===== config.mk =====
export PLATFORM = sky130hd
export DESIGN_NAME = cap_channel
export DESIGN_NICKNAME = d
export VERILOG_FILES = /design/src/rtl/cap_channel.sv
export SDC_FILE = /design/constraint.sdc
export NUM_CORES = 1
export LEC_CHECK = 0
export BUFFER_PORTS_ARGS = -buffer_cell sky130_fd_sc_hd__buf_2
export CORE_MARGIN = 10
export CORE_UTILIZATION = 25
export DETAILED_ROUTE_END_ITERATION = 10
export PLACE_DENSITY_LB_ADDON = 0.3
export SETUP_SLACK_MARGIN = 0.02
export SYNTH_ARGS = -nofsm -noshare
export SYNTH_HDL_FRONTEND = slang
export SYNTH_SLANG_ARGS = --single-unit

===== constraint.sdc =====
create_clock -name clk -period 3 [get_ports clk]
set_input_delay 0.15 -clock clk [delete_from_list [all_inputs] [get_ports clk]]
set_output_delay 0.15 -clock clk [all_outputs]
set_load 0.05 [all_outputs]

===== src/rtl/cap_channel.sv =====
module cap_channel #(
  parameter int TW    = 16,
  parameter int DEPTH = 4
) (
  input  logic          clk,
  input  logic          rst_n,
  input  logic [2:0]    cfg_mode,
  input  logic          cfg_tsel,
  input  logic [1:0]    cfg_irq_thr,
  input  logic [TW-1:0] tbase_a,
  input  logic [TW-1:0] tbase_b,
  input  logic          pin_in,
  input  logic          rd_en,
  output logic [TW-1:0] rd_data,
  output logic          buf_nempty,
  output logic          ovf,
  output logic          irq
);
  localparam int AW = $clog2(DEPTH);
  localparam int CW = AW + 1;

  logic [2:0]    sync;
  logic          rise, fall, off, hit, pop, push, drop, full;
  logic [3:0]    pcnt;
  logic [1:0]    evc;
  logic [AW-1:0] wp, rp;
  logic [CW-1:0] cnt, cnt_nx;
  logic [TW-1:0] mem [DEPTH];

  always_ff @(posedge clk or negedge rst_n)
    if (!rst_n) sync <= '0;
    else        sync <= {sync[1:0], pin_in};

  assign rise = sync[1] & ~sync[2];
  assign fall = ~sync[1] & sync[2];
  assign off  = (cfg_mode == 3'b000) || (cfg_mode[2:1] == 2'b11);

  always_comb begin
    case (cfg_mode)
      3'b001:  hit = rise | fall;
      3'b010:  hit = fall;
      3'b011:  hit = rise;
      3'b100:  hit = rise && (pcnt[1:0] == 2'd3);
      3'b101:  hit = rise && (pcnt == 4'd15);
      default: hit = 1'b0;
    endcase
  end

  always_ff @(posedge clk or negedge rst_n)
    if (!rst_n)                                 pcnt <= '0;
    else if (off)                               pcnt <= '0;
    else if (rise && cfg_mode[2])               pcnt <= hit ? 4'd0 : pcnt + 4'd1;

  assign full = (cnt == CW'(DEPTH));
  assign pop  = rd_en && (cnt != '0) && !off;
  assign push = hit && (!full || pop);
  assign drop = hit && full && !pop;

  always_comb begin
    cnt_nx = cnt;
    if (push && !pop)      cnt_nx = cnt + CW'(1);
    else if (pop && !push) cnt_nx = cnt - CW'(1);
  end

  always_ff @(posedge clk)
    if (push) mem[wp] <= cfg_tsel ? tbase_b : tbase_a;

  always_ff @(posedge clk or negedge rst_n)
    if (!rst_n) begin
      wp <= '0; rp <= '0; cnt <= '0; ovf <= 1'b0; evc <= '0; irq <= 1'b0;
    end else if (off) begin
      wp <= '0; rp <= '0; cnt <= '0; ovf <= 1'b0; evc <= '0; irq <= 1'b0;
    end else begin
      if (push) wp <= wp + AW'(1);
      if (pop)  rp <= rp + AW'(1);
      cnt <= cnt_nx;
      if (drop)              ovf <= 1'b1;
      else if (cnt_nx == '0) ovf <= 1'b0;
      irq <= push && (evc == cfg_irq_thr);
      if (push) evc <= (evc == cfg_irq_thr) ? 2'd0 : evc + 2'd1;
    end

  assign rd_data    = mem[rp];
  assign buf_nempty = (cnt != '0);
endmodule


# Word level (Yosys, flattened, before mapping)
# Memories as Yosys holds them, arrays and structs flattened.
# Index checks and enable logic that the tools add are counted.
# W data, S select, Z words.
# totals
output_inout_bits,19
n_memories,1
ramBits,64
ff_bits,18
input_bits,42
word_cells,75
# op_classes
n_addsub,6
reduce_logical,24
muxes,21
bitwise_logic,5
eq_ne,10
# memory_table
name,depth,word_bits,read_ports,rd_clocked_by_memory_dff,wr,line,source
mem,4,16,1,0,1,28,logic [TW-1:0] mem [DEPTH];
# ops
op,count
$mux W16,1
$mux W2,7
$mux W4,3
$logic_and A1 B1 Y1,11
$eq A3 B3 Y1 const B,3
$mux W3,3
$add A2 B1 Y2 const B,3
$eq A3 B2 Y1 const B,2
$logic_not A3 Y1,2
$mux W1,6
$reduce_bool A2 Y1,3
$reduce_bool A3 Y1,2
$pmux W1 S5,1
$add A4 B1 Y4 const B,1
$eq A2 B2 Y1 const B,2
$eq A4 B4 Y1 const B,1
$logic_not A1 Y1,4
$add A3 B1 Y3 const B,1
$eq A3 B1 Y1 const B,1
$sub A3 B1 Y3 const B,1
$and A1 B1 Y1,2
$eq A2 B2 Y1,1
$logic_or A1 B1 Y1,2
$not A1 Y1,2
$or A1 B1 Y1,1

# Longest topological paths before layout
# Gate-level depths: netlist (run 1).
# logic_depth
word_depth,14
ltp_mapped,8

# Worst setup path before layout (run 1)
# OpenSTA, ideal clock, no wires.
# synth_path
path_kind,register -> register
start,register sync[1]
end,memory mem[0][0] (enable)
setup_slack_ps,677
required_ps,2626
t_arrival_ps,1950
path_stages_with_launch,8
n_path_buf,0
path_cell_list,dfrtp_1 inv_1 ha_1 or3b_1 a21oi_2 nor2_1 nor2_4 and2_1
# synth_between
elab_chain_cells,7
word_cells_on_any_way,10
cone_classes,mux: 3; bitwise: 4; reduce/logical: 3
# synth_rtl
element,line,source
"start, declared",22,logic [2:0] sync;
"start signal, assigned",32,"else sync <= {sync[1:0], pin_in};"
$not A1 Y1,35,assign fall = ~sync[1] & sync[2];
$and A1 B1 Y1,35,
$or A1 B1 Y1,40,3'b001: hit = rise | fall;
$pmux W1 S5 (*),39,case (cfg_mode)
$logic_and A1 B1 Y1 (*),56,assign push = hit && (!full || pop);
$mux W1 (*) (2 in series),66,if (push) mem[wp] <= cfg_tsel ? tbase_b : tbase_a;
"end, declared",28,
# Mark *: on every way between the ends. The rest lies on a longest branch, timed or not.

# Worst setup path after layout (run 1)
# layout_path
start,register sync[1]
end,memory mem[0][11] (enable)
# The elaborated chain is that of the path after synthesis.

==> qor.csv, run 1 <==
metric;value;unit
status;completed;
dp_cells;463;
maxCapViolations;0;
dp_slack;0.643;ns
seq_area_frac_synth;65.0;%
die_y;141;um
grt_usage;8.03;%
synthArstFlopShare;22.0;%
insertion_delay;0.34;ns
cp-start-kind;register;
fin_setup_tns;0;ns
holdWs;0.165;ns
viasPerCell;4.30;
core-area;0.0144;mm^2
synth_common_cells;edfxtp_1, dfrtp_1, mux2_2, mux4_2, nor2_1;
reg2reg_from;sync[1];
syn_inst;222;
finalWorstSetupSlack;0.684;ns
p_per_area;774;mW/mm^2
max_stage_delay;0.37;ns
slew_violations;0;
placed_cell_area;0.00417;mm^2
fmax;432;MHz
finalPower;3.46;mW
rsz0062_at_grt;no;
n_antenna_cell;0;
root_buffer;clkbuf_16;
grt_pass1_wl;12.4;mm
p_leak;1.67;nW
arrival;2.34;ns
clock_skew;0.00741;ns
antenna_found_initial;0;
synthToLayoutAreaGrowth;22.6;%
grt_overflow_total;0;
grt_pass1_vias;2378;
postCtsSetupBuffers;0;
cts_sinks;82;
fillers;1452;
setup.worst_path.start;sync[1];
rows;44;
cp-endpoint;mem[0][11];
drt_iter0_markers;107;
syn_area_per_cell;16.4;um^2
wirelength;7.49;mm
synth.largest_area_cell;edfxtp_1;
path_class;register to register;
dp_hpwl;5.40;mm
hold_path.class;input port to register;
port_buffers;60;
synth_area;0.00365;mm^2
die_w;141;um
clockBufferDepth;2;
io_pins;61;
cts.htree.levels;3;
cp-end-kind;register;
period_needed;2.32;ns
synth_edf_count;64;
gp_congestion;0.777;
clk_pin_slew;0.06;ns
crit_fanout;16;
relSlewSlack;46.2;%
hold_viol;0;
final_nets;344;
post-synth-top-area-fraction;52.7;%
crit_required;3.02;ns
cts_tree;yes;
path_cells;inv_1 > ha_1 > or3b_1 > a21oi_2 > nor2_1 > nor2_4 > and2_1 > buf_4;
r2r_cells;8;
syn_nets;274;
drcViolationCount;0;
drtPass1Iterations;4;
synth_seq_cells;82;
dieArea;0.0198;mm^2
drt-wirelength-per-cell;15.6;um
finalCritPeriodShare;77.2;%
worst_slew_pin_slew;0.807;ns
slowest_stage;dfrtp_1;
setup_viol;0;
grt_max_degree;19;
final_area;0.00447;mm^2
initial_utilization;25.3;%
vdd_drop_max;0.501;mV
r2r_slack;0.68;ns
ys_types;45;
synth_ff_type;edfxtp_1;
vias;2067;
final_antenna_net_count;0;
synth.area.top_cells;edfxtp_1, dfrtp_1, mux4_2;
reg2reg_to;mem[0][11];
synth.most_common_cell;edfxtp_1;
fin_util;31.0;%
drive_gt1_share;40.7;%
final_cells;481;
cts_buffers;9;
synth_warnings;0;
[registers in the layout, indices dropped and copies added (netlist names)]
signal,flops
mem,64
pcnt,4
irq,1
sync,3
cnt,3
rp,2
evc,2
wp,2
ovf,1
[kinds of logic (layout without fill, tap and decap cells)]
| kind of cell | Yosys count | in the layout | share of synthesized area [%] |
|---|---|---|---|
| flops | 82 | 82 | 65.0 |
| simple gates | 47 | 47 | 7.06 |
| mux | 34 | 34 | 15.5 |
| compound gates | 28 | 28 | 5.66 |
| buf+inv | 15 | 90 | 1.92 |
| fa+ha+maj | 10 | 10 | 3.43 |
| xor+xnor | 6 | 6 | 1.44 |
[how the worst min path moves through the flow]
stage	start	endpoint	slack (ns)	depth (start not counted)
finish	cfg_irq_thr[0]	irq	0.17	3
global route	tbase_b[2]	mem[0][2]	0.16	2
CTS	cfg_irq_thr[0]	irq	0.14	3
detailed placement	rst_n	sync[0]	0.12	1
global placement	rst_n	pcnt[3]	0.12	1
floorplan	rst_n	cnt[0]	-0.15	0
[timing repair]
action | in CTS | in global routing
endpoints found under the setup margin | 0 | 0
hold buffers | 2 | 0
hold endpoints to repair | 19 | 0
gates resized for setup | 0 | 0
[final cells by class]
cell class / instances / area, um^2 / share of cell area [%]
clock inverters: 6 / 50.0 / 1.12
flip-flops and latches: 82 / 2370 / 53.0
repair buffers: 67 / 358 / 8.00
clock buffers: 10 / 229 / 5.12
multi-input cells: 125 / 1210 / 27.0
inverters: 7 / 26.3 / 0.587
well taps: 184 / 230 / 5.15
[worst max-delay path, delay by kind of cell (launching register included)]
family	cells	cell delay [ns]
buf+inv	2	0.30
simple gates	4	0.83
fa+ha+maj	1	0.30
compound gates	1	0.19
flops	1	0.37
[report_power, final]
part           internal (mW)  switching [mW]  total (mW)
logic                  0.369           0.672        1.04
clock network          0.572           0.457        1.03
registers               1.31          0.0823        1.39
total                   2.25            1.21        3.46
[layer usage]
metal	up-vias	track usage [%]	wire length, um
met1	1014	8.98	3170
met3	8	3.36	441
met2	45	13.6	3810
met4	0	2.39	74
met5	-	0	0
li1	1000	-	-
[layout by cell type, fill, tap and decap left out, types with 4 or more instances in the layout]
master,n
a211o_1,4
a21oi_1,4
and2_1,4
buf_2,60
buf_4,5
clkbuf_16,9
dfrtp_1,18
edfxtp_1,64
ha_1,10
inv_1,7
mux2_2,16
mux4_2,16
nand2_1,8
nand3_1,5
nor2_1,13
o21ai_0,8
xor2_1,5
Power figures use the tool's default switching activity.
==> inputs of run 2 (changes only) <==
==> constraint.sdc (replaced) <==
create_clock -name clk -period 2.1 [get_ports clk]
set_input_delay 0.105 -clock clk [delete_from_list [all_inputs] [get_ports clk]]
set_output_delay 0.105 -clock clk [all_outputs]
set_load 0.05 [all_outputs]
==> run 2 against run 1 <==
Clock-buffer cell count rose by 1. Hold slack got worse by 0.039 ns. Via count rose by 3.0%. Utilization rose by 1.8 points. Non-clock buffer count rose by 13. Critical path type unchanged.
==> qor.csv, run 2 (synthesized netlist as in run 1, its figures left out) <==
metric;value;unit
port_buffers;60;
n_antenna_cell;0;
clk_pin_slew;0.06;ns
synthToLayoutAreaGrowth;29.7;%
relSlewSlack;72.0;%
viasPerCell;4.31;
largest_register;mem;
drt_iter0_markers;116;
cp-end-kind;register;
arrival;2.13;ns
final_common_cell;edfxtp_1;
vdd_drop_max;0.487;mV
hold_path.class;input port to register;
grt_pass1_vias;2225;
drcViolationCount;0;
setup_viol;0;
fillers;1423;
path_class;register to register;
switching_share;34.5;%
dieArea;0.0198;mm^2
clockBufferDepth;2;
fmax;480;MHz
grt_max_degree;19;
dp_slack;-0.0775;ns
status;completed;
cp_num_buf_inv;1;
die_y;141;um
largest_register_ffs;64;
cts.htree.levels;3;
crit_required;2.15;ns
p_per_area;1080;mW/mm^2
initial_utilization;25.3;%
drt-wirelength-per-cell;15.6;um
dp_hpwl;5.37;mm
cts_buffers;9;
cp-start-kind;register;
drive_gt1_share;47.4;%
grt_overflow_total;0;
largestRegisters;mem: 64 flops, pcnt: 4 flops;
path_delay_family;simple AND/OR/NAND/NOR gates;
maxCapViolations;0;
intPower;3.34;mW
slew_violations;0;
drtPass1Iterations;3;
rsz0062_at_grt;yes;
multi_input_comb_area;0.00126;mm^2
gp_congestion;0.747;
placed_cell_area;0.00430;mm^2
power_frac_clock;28.3;%
insertion_delay;0.33;ns
final_antenna_net_count;0;
finalCritPeriodShare;99.1;%
antenna_found_initial;0;
io_pins;61;
seqCellArea;0.00237;mm^2
slowest_stage;dfrtp_1;
crit_fanout;8;
cts_tree;yes;
worst_slew_pin_slew;0.420;ns
die_w;141;um
power.switching;1.75;mW
core-area;0.0144;mm^2
comb_power_share;33.4;%
final_nets;357;
rows;44;
wirelength;7.70;mm
grt_usage;7.62;%
period_needed;2.08;ns
clock_skew;0.00435;ns
hold_viol;0;
max_stage_delay;0.41;ns
root_buffer;clkbuf_16;
power.share.sequential;38.3;%
grt_pass1_wl;12.1;mm
finalPower;5.09;mW
vias;2129;
finalWorstSetupSlack;0.0188;ns
final_area;0.00473;mm^2
layout_common_cells;edfxtp_1, buf_2, dfrtp_1, mux2_2, mux4_2;
path_cells;ha_4 > or3b_4 > a21oi_4 > nor2_2 > nor2_4 > and2_4 > clkbuf_16;
cts_sinks;82;
p_leak;1.77;nW
[run 2: path summary, 6_finish.rpt]
check / from / to / slack (ns) / cells past startpoint
max: sync[2] / mem[1][15] / 0.02 / 7
min: tbase_b[14] / mem[0][14] / 0.13 / 2
max reg2reg: sync[2] / mem[1][15] / 0.02 / 7
min reg2reg: sync[0] / sync[1] / 0.36 / 0
max in group asynchronous: rst_n / wp[1] / 1.57 / 2
min in group asynchronous: rst_n / cnt[1] / 0.23 / 2
[run 2: per-layer routing]
layer  up-vias  GRT usage [%]  routed length (um)
met3         7           3.46                 535
li1       1027              -                   -
met5         -              0                   0
met1      1047           8.59                3180
met4         0           2.12                  75
met2        48           12.7                3920
[run 2: power by group through the flow]
stage                     Combinational [mW]  Sequential [mW]  Clock (mW)
after global placement                  1.67             1.98           0
after detailed placement                1.67             1.98           0
after CTS                               1.69             1.95        1.48
final                                   1.70             1.95        1.44
after floorplan                         1.25             1.96           0
after global routing                    1.84             1.96        1.55
[run 2: final cells by class]
type	count	share of cell area (%)
multi-input combinational	125	26.7
timing repair buffer	80	12.1
tap	184	4.86
sequential	82	50.1
inverter	7	0.555
clock buffer	11	4.92
clock inverter	5	0.819
[run 2: through the flow]
| stage | utilization, % | hold WS, ns | std cells | TNS [ns] |
|---|---|---|---|---|
| global placement | 29.8 | 0.0748 | 470 | -1.32 |
| detailed placement | 29.8 | 0.0721 | 470 | -4.01 |
| global route | 32.8 | 0.128 | 494 | -1.67 |
| CTS | 31.9 | 0.121 | 489 | 0 |
| finish | 32.8 | 0.126 | 494 | 0 |
| floorplan | - | -0.191 | 222 | -2.70 |
[run 2: timing repair]
action | 4_1_cts | 5_1_grt
hold buffers | 2 | 0
endpoints found under the setup margin | 65 | 67
buffers inserted | 1 | 2
pin swaps | 2 | 7
gates resized for setup | 2 | 9
endpoints found under the hold margin | 19 | 0
gates cloned | 0 | 3
==> inputs of run 3 (changes only) <==
==> constraint.sdc (replaced) <==
create_clock -name clk -period 2.65 [get_ports clk]
set_input_delay 0.1325 -clock clk [delete_from_list [all_inputs] [get_ports clk]]
set_output_delay 0.1325 -clock clk [all_outputs]
set_load 0.05 [all_outputs]
==> run 3 against run 2 <==
Setup slack improved by 0.37 ns. Final cell count shrank 2.6%. Utilization fell by 1.5 points. Sequential power decreased by 19%. Global-route usage up 0.057 points. Sequential share of layout area is 2.4 points higher. Routed wire length down 4.4%. Total power down 23%. Final area down 4.5%. Clock skew up 0.0041 ns. Via count down 2.7%. Combinational power decreased by 30%. Critical path type unchanged. Critical endpoint is now mem[0][6]. Largest cell class unchanged.
==> qor.csv, run 3 (synthesized netlist as in run 1, its figures left out) <==
metric;value;unit
finalCritPeriodShare;85.3;%
worstHoldStart;cfg_irq_thr[0];
drt-wirelength-per-cell;15.3;um
final_area;0.00452;mm^2
arrival;2.31;ns
clock_skew;0.00846;ns
dieArea;0.0198;mm^2
drtPass1Iterations;4;
cts_sinks;82;
vdd_drop_max;0.561;mV
wirelength;7.37;mm
cts_tree;yes;
cp-start-kind;register;
hold_path.class;input port to register;
finalPower;3.91;mW
rsz0062_at_grt;no;
crit_fanout;16;
worst_slew_pin_slew;0.799;ns
final_nets;344;
final_antenna_net_count;0;
largestRegisters;mem: 64 flops, pcnt: 4 flops;
power_frac_clock;29.3;%
r2r_cells;8;
largest_register_ffs;64;
fin_util;31.3;%
clk_pin_slew;0.06;ns
grt_pass1_wl;11.9;mm
final_common_cell;edfxtp_1;
comb_power_share;30.5;%
rows;44;
grt_max_degree;19;
power.switching;1.36;mW
dp_hpwl;5.28;mm
viasPerCell;4.31;
grt_overflow_total;0;
slowest_stage;dfrtp_1;
r2r_slack;0.39;ns
root_buffer;clkbuf_16;
setup_viol;0;
crit_required;2.70;ns
p_leak;1.68;nW
n_antenna_cell;0;
cp_num_buf_inv;2;
hold_viol;0;
cp-end-kind;register;
path_cells;inv_1 > ha_1 > or3b_1 > a21oi_2 > nor2_1 > nor2_4 > and2_1 > buf_12;
max_stage_delay;0.37;ns
path_delay_family;simple AND/OR/NAND/NOR gates;
slew_violations;0;
min_to;irq;
vias;2072;
clockBufferDepth;2;
placed_cell_area;0.00422;mm^2
dp_cells;463;
drcViolationCount;0;
port_buffers;60;
maxCapViolations;0;
die_y;141;um
layout_common_cells;edfxtp_1, buf_2, dfrtp_1, mux2_2, mux4_2;
p_per_area;865;mW/mm^2
switching_share;34.9;%
io_pins;61;
cts_buffers;9;
fillers;1448;
reg2reg_from;sync[1];
initial_utilization;25.3;%
gp_congestion;0.792;
grt_usage;7.68;%
largest_register;mem;
grt_pass1_vias;2270;
fin_setup_tns;0;ns
die_w;141;um
synthToLayoutAreaGrowth;23.9;%
status;completed;
reg2reg_to;mem[0][6];
path_class;register to register;
insertion_delay;0.34;ns
drive_gt1_share;40.7;%
power.share.sequential;40.2;%
drt_iter0_markers;98;
postCtsSetupBuffers;0;
relSlewSlack;46.7;%
antenna_found_initial;0;
whs_path_depth;3;
intPower;2.54;mW
cts.htree.levels;3;
core-area;0.0144;mm^2
fmax;443;MHz
final_cells;481;
period_needed;2.26;ns
run 3: per-layer routing:
| metal | up-vias | routed length (um) | GRT usage (%) |
|---|---|---|---|
| li1 | 1006 | - | - |
| met1 | 1013 | 3100 | 8.49 |
| met2 | 43 | 3740 | 13.1 |
| met3 | 10 | 423 | 2.82 |
| met4 | 0 | 108 | 2.93 |
| met5 | - | 0 | 0 |
run 3: repair_timing:
action / 4_1_cts / 5_1_grt
resized for setup: 0 / 0
endpoints found under the hold margin: 19 / 0
setup endpoints to repair: 0 / 0
hold buffers: 2 / 0
run 3: how the worst max path moves through the flow:
stage,from,to,slack [ns],cells after the start
final,sync[1],mem[0][6],0.39,8
after global routing,sync[1],mem[0][13],0.24,8
after floorplan,sync[1],mem[0][0],0.33,7
after global placement,sync[1],mem[1][3],0.41,8
after detailed placement,sync[1],mem[0][7],0.38,8
after CTS,sync[1],mem[0][9],0.35,8
run 3: area by class of cell:
type                    count  area (um^2)  area share [%]
clock inverters             7         51.3            1.13
inverters                   7         26.3           0.581
multi-input cells         125         1210            26.7
well taps                 184          230            5.09
flip-flops and latches     82         2370            52.5
repair buffers             67          408            9.02
clock buffers               9          225            4.98
run 3: per-stage QoR:
step / hold WS [ns] / worst slack (ns)
after global routing: 0.151 / 0.241
after global placement: 0.0960 / 0.410
after floorplan: -0.163 / 0.327
after detailed placement: 0.0942 / 0.375
final: 0.153 / 0.390
after CTS: 0.146 / 0.347
run 3: power groups by stage:
stage	Combinational, mW	Clock (mW)	Sequential [mW]
floorplan	0.967	0	1.55
global route	1.29	1.24	1.59
detailed placement	1.21	0	1.60
finish	1.19	1.15	1.57
global placement	1.20	0	1.60
CTS	1.22	1.19	1.57
run 3: worst min-delay path, cell delays in order:
cell	delay (ns)
buf_2	0.13
xor2_1	0.13
nor3_1	0.06
